--- src/rtl/rds_grp_pkg.sv ---
package rds_grp_pkg;

   typedef enum logic {
      MODE_STD  = 1'b0,
      MODE_VERB = 1'b1
   } grp_mode_e;

   localparam logic [1:0] PIN_FUNC_IRQ = 2'b01;

   localparam int unsigned NUM_BLOCKS = 4;
   localparam int unsigned LVL_W      = 2;

   typedef logic [LVL_W-1:0] err_lvl_t;

   localparam err_lvl_t LVL_CLEAN = 2'b00;
   localparam err_lvl_t LVL_LOW   = 2'b01;
   localparam err_lvl_t LVL_MID   = 2'b10;
   localparam err_lvl_t LVL_BAD   = 2'b11;

   function automatic err_lvl_t grade_errors(input int unsigned n);
      err_lvl_t r;
      if (n == 0)      r = LVL_CLEAN;
      else if (n <= 2) r = LVL_LOW;
      else if (n <= 5) r = LVL_MID;
      else             r = LVL_BAD;
      return r;
   endfunction

endpackage

--- src/rtl/rds_err_grade.sv ---
module rds_err_grade
   import rds_grp_pkg::*;
#(
   parameter int unsigned CNT_W = 4
) (
   input  logic [CNT_W-1:0] cnt,
   output err_lvl_t         lvl
);

   if (CNT_W < 3) begin : g_bad_width
      $error("rds_err_grade: CNT_W must reach a count of six");
   end

   always_comb begin
      lvl = grade_errors(32'(cnt));
   end

endmodule

--- src/rtl/rds_hold_timer.sv ---
module rds_hold_timer #(
   parameter int unsigned TICKS = 1000
) (
   input  logic clk,
   input  logic rst,
   input  logic clr,
   input  logic load,
   output logic busy
);

   localparam int unsigned CW = $clog2(TICKS + 1);

   if (TICKS < 2) begin : g_bad_ticks
      $error("rds_hold_timer: TICKS must be at least 2");
   end

   logic [CW-1:0] remain;

   always_ff @(posedge clk) begin
      if (rst || clr) begin
         remain <= '0;
      end else if (load) begin
         remain <= CW'(TICKS);
      end else if (remain != '0) begin
         remain <= remain - CW'(1);
      end
   end

   assign busy = (remain != '0);

   // a load always yields an active hold on the next cycle
   assert_load_starts_R6: assert property (@(posedge clk) disable iff (rst)
      (load && !clr) |=> busy);

   // the hold never ends before its last tick
   assert_no_early_drop_R6: assert property (@(posedge clk) disable iff (rst)
      (busy && !clr && !load && remain > CW'(1)) |=> busy);

   // the hold ends right after its last tick
   assert_ends_on_time_R7: assert property (@(posedge clk) disable iff (rst)
      (remain == CW'(1) && !load) |=> !busy);

endmodule

--- src/rtl/rds_grp_status.sv ---
module rds_grp_status
   import rds_grp_pkg::*;
#(
   parameter int unsigned CLK_HZ    = 50_000_000,
   parameter int unsigned READY_MS  = 40,
   parameter int unsigned PULSE_MS  = 5,
   parameter int unsigned ERR_CNT_W = 4
) (
   input  logic                             clk,
   input  logic                             rst,
   input  logic                             rds_on,
   input  logic                             verbose_sel,
   input  logic                             irq_on,
   input  logic [1:0]                       pin2_func,
   input  logic                             grp_stb,
   input  logic                             grp_ok,
   input  logic                             grp_locked,
   input  logic [NUM_BLOCKS*ERR_CNT_W-1:0]  blk_err_cnt,
   output logic                             ready_flag,
   output logic                             sync_flag,
   output logic [NUM_BLOCKS*LVL_W-1:0]      err_level,
   output logic                             gpio2_n
);

   localparam int unsigned TICKS_PER_MS = CLK_HZ / 1000;
   localparam int unsigned READY_TICKS  = READY_MS * TICKS_PER_MS;
   localparam int unsigned PULSE_TICKS  = PULSE_MS * TICKS_PER_MS;
   localparam int unsigned LVL_BUS_W    = NUM_BLOCKS * LVL_W;

   if (CLK_HZ < 1000) begin : g_bad_clk
      $error("rds_grp_status: CLK_HZ must be at least 1 kHz");
   end
   if (PULSE_MS == 0 || PULSE_MS > READY_MS) begin : g_bad_pulse
      $error("rds_grp_status: pulse time must be non-zero and within ready hold");
   end

   // mode register
   grp_mode_e mode_q;

   always_ff @(posedge clk) begin
      if (rst) mode_q <= MODE_STD;
      else     mode_q <= verbose_sel ? MODE_VERB : MODE_STD;
   end

   // group qualification
   logic counts_group;
   logic pin_is_irq;
   logic pulse_load;

   always_comb begin
      counts_group = 1'b0;
      if (rds_on && grp_stb) begin
         counts_group = (mode_q == MODE_VERB) ? grp_locked : grp_ok;
      end
   end

   assign pin_is_irq = irq_on && (pin2_func == PIN_FUNC_IRQ);
   assign pulse_load = counts_group && pin_is_irq;

   // hold timers
   logic ready_busy;
   logic pulse_busy;

   rds_hold_timer #(.TICKS(READY_TICKS)) u_ready_hold (
      .clk  (clk),
      .rst  (rst),
      .clr  (!rds_on),
      .load (counts_group),
      .busy (ready_busy)
   );

   rds_hold_timer #(.TICKS(PULSE_TICKS)) u_pulse_hold (
      .clk  (clk),
      .rst  (rst),
      .clr  (!rds_on),
      .load (pulse_load),
      .busy (pulse_busy)
   );

   assign ready_flag = ready_busy;
   assign gpio2_n    = !(pulse_busy && pin_is_irq);

   // synchronization status
   logic sync_q;

   always_ff @(posedge clk) begin
      if (rst || !rds_on)           sync_q <= 1'b0;
      else if (mode_q == MODE_VERB) sync_q <= grp_locked;
      else                          sync_q <= 1'b0;
   end

   assign sync_flag = sync_q;

   // error level grading and capture
   logic [LVL_BUS_W-1:0] lvl_now;
   logic [LVL_BUS_W-1:0] lvl_held;

   for (genvar b = 0; b < NUM_BLOCKS; b++) begin : g_blk
      rds_err_grade #(.CNT_W(ERR_CNT_W)) u_grade (
         .cnt (blk_err_cnt[b*ERR_CNT_W +: ERR_CNT_W]),
         .lvl (lvl_now[b*LVL_W +: LVL_W])
      );
   end

   always_ff @(posedge clk) begin
      if (rst || !rds_on) lvl_held <= '0;
      else if (grp_stb)   lvl_held <= lvl_now;
   end

   assign err_level = (mode_q == MODE_VERB) ? lvl_held : '0;

   // checks
   assert_disable_quiet_R1: assert property (@(posedge clk) disable iff (rst)
      !rds_on |=> (!ready_flag && !sync_flag && gpio2_n));

   assert_valid_sets_ready_R2: assert property (@(posedge clk) disable iff (rst)
      (rds_on && mode_q == MODE_STD && grp_stb && grp_ok) |=> ready_flag);

   assert_invalid_ignored_R2: assert property (@(posedge clk) disable iff (rst)
      (rds_on && mode_q == MODE_STD && grp_stb && !grp_ok && !ready_flag)
         |=> (!ready_flag && gpio2_n));

   assert_std_no_sync_R3: assert property (@(posedge clk) disable iff (rst)
      (mode_q == MODE_STD && $past(mode_q) == MODE_STD) |-> !sync_flag);

   assert_sync_tracks_R4: assert property (@(posedge clk) disable iff (rst)
      (rds_on && mode_q == MODE_VERB) |=> (sync_flag == $past(grp_locked)));

   assert_verbose_ready_R5: assert property (@(posedge clk) disable iff (rst)
      (rds_on && mode_q == MODE_VERB && grp_stb && grp_locked) |=> ready_flag);

   assert_pin_within_ready_R7: assert property (@(posedge clk) disable iff (rst)
      !gpio2_n |-> ready_flag);

   assert_levels_hold_R9: assert property (@(posedge clk) disable iff (rst)
      (rds_on && !grp_stb && $past(rds_on)) |=> $stable(lvl_held));

endmodule

--- config.mk ---
export PLATFORM = sky130hd
export DESIGN_NAME = rds_grp_status
export DESIGN_NICKNAME = d
export VERILOG_FILES = /design/src/rtl/rds_grp_pkg.sv /design/src/rtl/rds_err_grade.sv /design/src/rtl/rds_hold_timer.sv /design/src/rtl/rds_grp_status.sv
export SDC_FILE = /design/constraint.sdc
export NUM_CORES = 1
export LEC_CHECK = 0
export ABC_AREA = 1
export BUFFER_PORTS_ARGS = -buffer_cell sky130_fd_sc_hd__buf_2
export CORE_MARGIN = 2
export CORE_UTILIZATION = 62
export CTS_CLUSTER_SIZE = 8
export DETAILED_ROUTE_END_ITERATION = 8
export MAX_ROUTING_LAYER = met4
export PLACE_DENSITY = 0.85
export SYNTH_ARGS = -nofsm -noshare
export SYNTH_HDL_FRONTEND = slang
export SYNTH_SLANG_ARGS = --single-unit
--- constraint.sdc ---
create_clock -name clk -period 2.1 [get_ports clk]
set_input_delay 0.105 -clock clk [delete_from_list [all_inputs] [get_ports clk]]
set_output_delay 0.105 -clock clk [all_outputs]
set_load 0.02 [all_outputs]
==> run metrics, run 1 <==
Hold/Removal Path Class=in -> reg; CTS root buf=clkbuf_8; synth top area cells=dfxtp_1, nand2_1, nor2_1; final hold vios=0; most frequent cells in the layout=nand2_1, nor2_1, dfxtp_1; Worst Setup Start Kind=flop; DR vias/cell=5.35; Yosys top cell by area=dfxtp_1; outcome=complete, no violations; gr ovfl total=0; core box area=0.00429 mm2; post-synthesis simple-gate area fraction=38.7%; CP max FO=12; Total Wirelength=5840 um; crit path DAT=1760 ps; total track usage=25.5%; syn_area_per_cell=6.74 um2; critical path endpoint category=output port; H-tree Lvls=2; Detailed Routing Iterations Pass 1=5; global-route wire length before repair=10100 um; final worst path period share=88.9%; DIE AREA=0.00492 mm2; Placed Area=0.00290 mm2; mux contribution to synthesized area=0%; RSZ-0062 raised after global routing=no; register area share after synthesis=36.2%; clock period minus worst slack=1870 ps; Slew @ Worst Pin=563 ps; residual DRC count=0; vias in the first global route=2400; post-detailed-route wirelength per cell=11.9 um; Final GP Congestion=0.909; clock skew=6.85 ps; commonest non-fill, non-tap cell in the layout=nand2_1; IO buf count=36; CP Class=reg -> out; largest net degree at the start of global routing=16; vias=2627; Die Y=70.1 um; final setup margin=233 ps; Achievable Freq=0.536 GHz; Mapped Area=0.00271 mm2; hold slack final=48.1 ps; CTS Buf Count=5; FP Rows=24; slew margin rel.=62.3%; Yosys reg bits=49; Max Cap Viol=0; initial drt markers=219; CTS max path bufs=2; clock latency at the later pin of the worst-skew pair=310 ps; nets@finish=468; share of cells above drive strength 1=15.7%; Post-CTS Setup Bufs=0; complex-gate fraction of the synthesized area=8.72%; Initial Utilization=63.1%; TritonCTS Sinks=49; Post-DRT Antenna Nets=0; I/O Pins=37; largest family of logic cells by synthesized area=simple AND/OR/NAND/NOR gates; setup TNS=0 ps; total number of yosys warnings=0; pre-CTS setup slack=373 ps; adder-cell share of the synthesized area=1.85%; initial antenna violation count=0; dpl hpwl=4360 um; final non-filler cell area=0.00302 mm2; Area growth syn-to-layout=11.3%; post-synth cell types=28; CTS clk-pin slew, worst paths=90 ps; sum of buffers and inverters on the critical path=2; CTS tree=yes; XOR/XNOR share of the synthesized area=6.46%; Crit path max-delay family=simple AND/OR/NAND/NOR gates; Die Wd=70.1 um; Yosys top cell area share=36.2%; slowest stage delay, CP=300 ps; Post-Syn Instances=402; antenna cells=0; Crit-path slowest cell=dfxtp_1; Syn Nets=432; critical path, cell by cell=inv_1, ha_1, nand2_1, nor3_1, nand3_2, buf_2; Critical Path RT=2000 ps; final slew viol count=0; final setup vio count=0
## worst min-delay path: cells and delay by family
family | cells | cell delay (ps)
AND/OR/NAND/NOR | 2 | 110
buffers and inverters | 1 | 90
## state kept, by name, indices dropped and copies added, names as in the netlist
register	flops
sync_flag	1
mode_q	1
u_ready_hold.remain	21
lvl_held	8
u_pulse_hold.remain	18
## repair_timing
| item | CTS | global route |
|---|---|---|
| endpoints found under the setup margin | 0 | 0 |
| endpoints found under the hold margin | 1 | 0 |
| hold buffers | 2 | 0 |
| resized for setup | 0 | 0 |
## synth_stat cells (all sizes together)
library cell,count
nand2,96
nand3b,2
and3b,1
xor2,16
and2,1
o21ai,9
a31oi,1
a21oi,32
xnor2,4
clkbuf,1
nand4,11
dfxtp,49
nor3,8
a211oi,2
nand3,30
or2,2
nor2,82
ha,4
inv,42
buf,9
## metrics by stage
stage | util (%) | instances
CTS | 70.3 | 491
finish | 70.3 | 491
global placement | 67.6 | 481
floorplan | - | 402
detailed placement | 67.6 | 481
global route | 70.3 | 491
## layout make-up
type / count / area [um2]
clock buffers: 6 / 82.6
clock inverters: 2 / 13.8
fillers: 374 / 1280
inverters: 42 / 158
multi-input cells: 301 / 1510
flip-flops and latches: 49 / 981
well taps: 52 / 65.1
repair buffers: 39 / 208
## path summary, 6_finish.rpt
path,from,endpoint,slack (ps),cells past startpoint
min,grp_locked,sync_flag,50,3
max,u_ready_hold.remain[0],ready_flag,230,6
max reg2reg,mode_q,u_pulse_hold.remain[5],360,5
min reg2reg,u_pulse_hold.remain[0],u_pulse_hold.remain[0],490,2
## layer usage
layer	vias to the layer above	GRT usage, %	share of wire (%)
met5	-	-	0
met4	0	8.97	1.5
met3	11	4.04	6.0
met2	82	40.4	45
met1	1189	33.1	48
li1	1345	-	-
## cells by family after synthesis
family                     count (synthesis)
xor gates and xnor gates                  20
adders and majority gates                  4
buffers and inverters                     52
DFF                                       49
AOI/OAI and AO/OA                         44
and+or+nand+nor                          233
Power of run 1 is left out: the tool's default activity adds up to more than one toggle a clock period on the data nets, which glitch-free logic cannot reach.
==> run 2: changes to the inputs <==
--- a/config.mk
+++ b/config.mk
@@ -12,7 +12,7 @@
 export CTS_CLUSTER_SIZE = 8
 export DETAILED_ROUTE_END_ITERATION = 8
 export MAX_ROUTING_LAYER = met4
-export PLACE_DENSITY = 0.85
+export PLACE_DENSITY_LB_ADDON = 0.3
 export SYNTH_ARGS = -nofsm -noshare
 export SYNTH_HDL_FRONTEND = slang
 export SYNTH_SLANG_ARGS = --single-unit
==> run 2 against run 1 <==
Against the previous run:
- global-route usage up 0.73 points
- wire length up 1.1%
- first-iteration DRC count up 14%
- die area unchanged
- sequential share of layout area up 0.095 points
- non-clock buffer count unchanged
- register-to-register slack about the same
- cell count unchanged
- count of clock-buffer cells in the layout unchanged
- core utilization down 0.20 points
- hold slack worse by 6.0 ps
==> run metrics, run 2 (synthesis gave the netlist of run 1 again) <==
outcome=complete, no violations; CTS tree=yes; core box area=0.00429 mm2; crit path DAT=1740 ps; Achievable Freq=0.542 GHz; Worst Setup Start Kind=flop; initial drt markers=249; Total Wirelength=5910 um; CTS max path bufs=2; CP Class=reg -> out; Placed Area=0.00290 mm2; initial antenna violation count=0; DIE AREA=0.00492 mm2; Critical Path RT=2000 ps; CP max FO=12; IO buf count=36; Biggest register=u_ready_hold.remain; clock period minus worst slack=1850 ps; final hold vios=0; Top Registers=u_ready_hold.remain: 21 flops, u_pulse_hold.remain: 18 flops, lvl_held: 8 flops; nets@finish=468; FP Rows=24; final setup vio count=0; setup TNS=0 ps; dpl hpwl=4350 um; Final GP Congestion=0.926; hold slack final=42.2 ps; commonest non-fill, non-tap cell in the layout=nand2_1; I/O Pins=37; CTS clk-pin slew, worst paths=90 ps; Detailed Routing Iterations Pass 1=5; clock latency at the later pin of the worst-skew pair=310 ps; Slew @ Worst Pin=538 ps; Hold/Removal Path Class=in -> reg; H-tree Lvls=2; vias=2663; final slew viol count=0; Post-CTS Setup Bufs=0; Area growth syn-to-layout=11.0%; critical path endpoint category=output port; Die Wd=70.1 um; DR vias/cell=5.42; Initial Utilization=63.1%; Die Y=70.1 um; Largest register FFs=21; share of cells above drive strength 1=15.5%; CTS Buf Count=5; RSZ-0062 raised after global routing=no; total track usage=26.2%; final worst path period share=87.9%; post-detailed-route wirelength per cell=12.0 um; final non-filler cell area=0.00301 mm2; Max Cap Viol=0; Filler Cells Inserted=364; footprint of the multi-input gates=0.00151 mm2; global-route wire length before repair=10300 um; critical path, cell by cell=inv_1, ha_1, nand2_1, nor3_1, nand3_2, buf_2; residual DRC count=0; Crit-path slowest cell=dfxtp_1; Reg area=981 um2; CTS root buf=clkbuf_8; gr ovfl total=0; slew margin rel.=64.0%; largest net degree at the start of global routing=16; vias in the first global route=2377; TritonCTS Sinks=49; slowest stage delay, CP=310 ps; Post-DRT Antenna Nets=0; antenna cells=0; clock skew=6.58 ps; most frequent cells in the layout=nand2_1, nor2_1, dfxtp_1
-- run 2: cell types whose count changed in the layout (fill, tap and decap cells not counted), sizes merged --
cell | previous run | this run
clkinv | 2 | 0
clkinvlp | 0 | 2
-- run 2: path summary, 6_finish.rpt --
path | startpoint | to | slack (ps) | cells after the start
min reg2reg | u_pulse_hold.remain[0] | u_pulse_hold.remain[0] | 500 | 2
max | u_ready_hold.remain[0] | ready_flag | 250 | 6
min | grp_locked | sync_flag | 40 | 3
max reg2reg | u_ready_hold.remain[0] | u_ready_hold.remain[18] | 360 | 7
-- run 2: area by class of cell --
| type | count | area share (%) |
|---|---|---|
| Clock buffer | 6 | 2.41 |
| Clock inverter | 2 | 0.499 |
| Inverter | 42 | 5.24 |
| Multi-Input combinational cell | 301 | 50.2 |
| Sequential cell | 49 | 32.6 |
| Tap cell | 52 | 2.16 |
| Timing Repair Buffer | 39 | 6.90 |
-- run 2: critical path: cells and delay by family, from the launching register on --
kind	cells	cell delay, ps
fa+ha+maj	1	200
buf+inv	2	400
flops	1	310
simple gates	3	530
-- run 2: through the flow --
step / utilization [%] / worst slack (ps) / std cells
after floorplan: - / 705 / 402
after global placement: 67.6 / 406 / 481
after detailed placement: 67.6 / 385 / 481
after CTS: 70.1 / 249 / 491
after global routing: 70.1 / 80.2 / 491
final: 70.1 / 254 / 491
-- run 2: repair_timing --
action | 4_1_cts | 5_1_grt
gates resized for setup | 0 | 0
hold endpoints to repair | 1 | 0
hold buffers | 2 | 0
setup endpoints to repair | 0 | 0
-- run 2: per-layer routing --
metal  GRT usage (%)  vias to the layer above  share of wire, %
met5               -                        -                 0
met4            6.62                        0               1.4
met3            4.91                       15               5.8
met2            41.4                      105                44
met1            34.9                     1186                48
li1                -                     1357                 -
Power of run 2 is left out for the same reason.
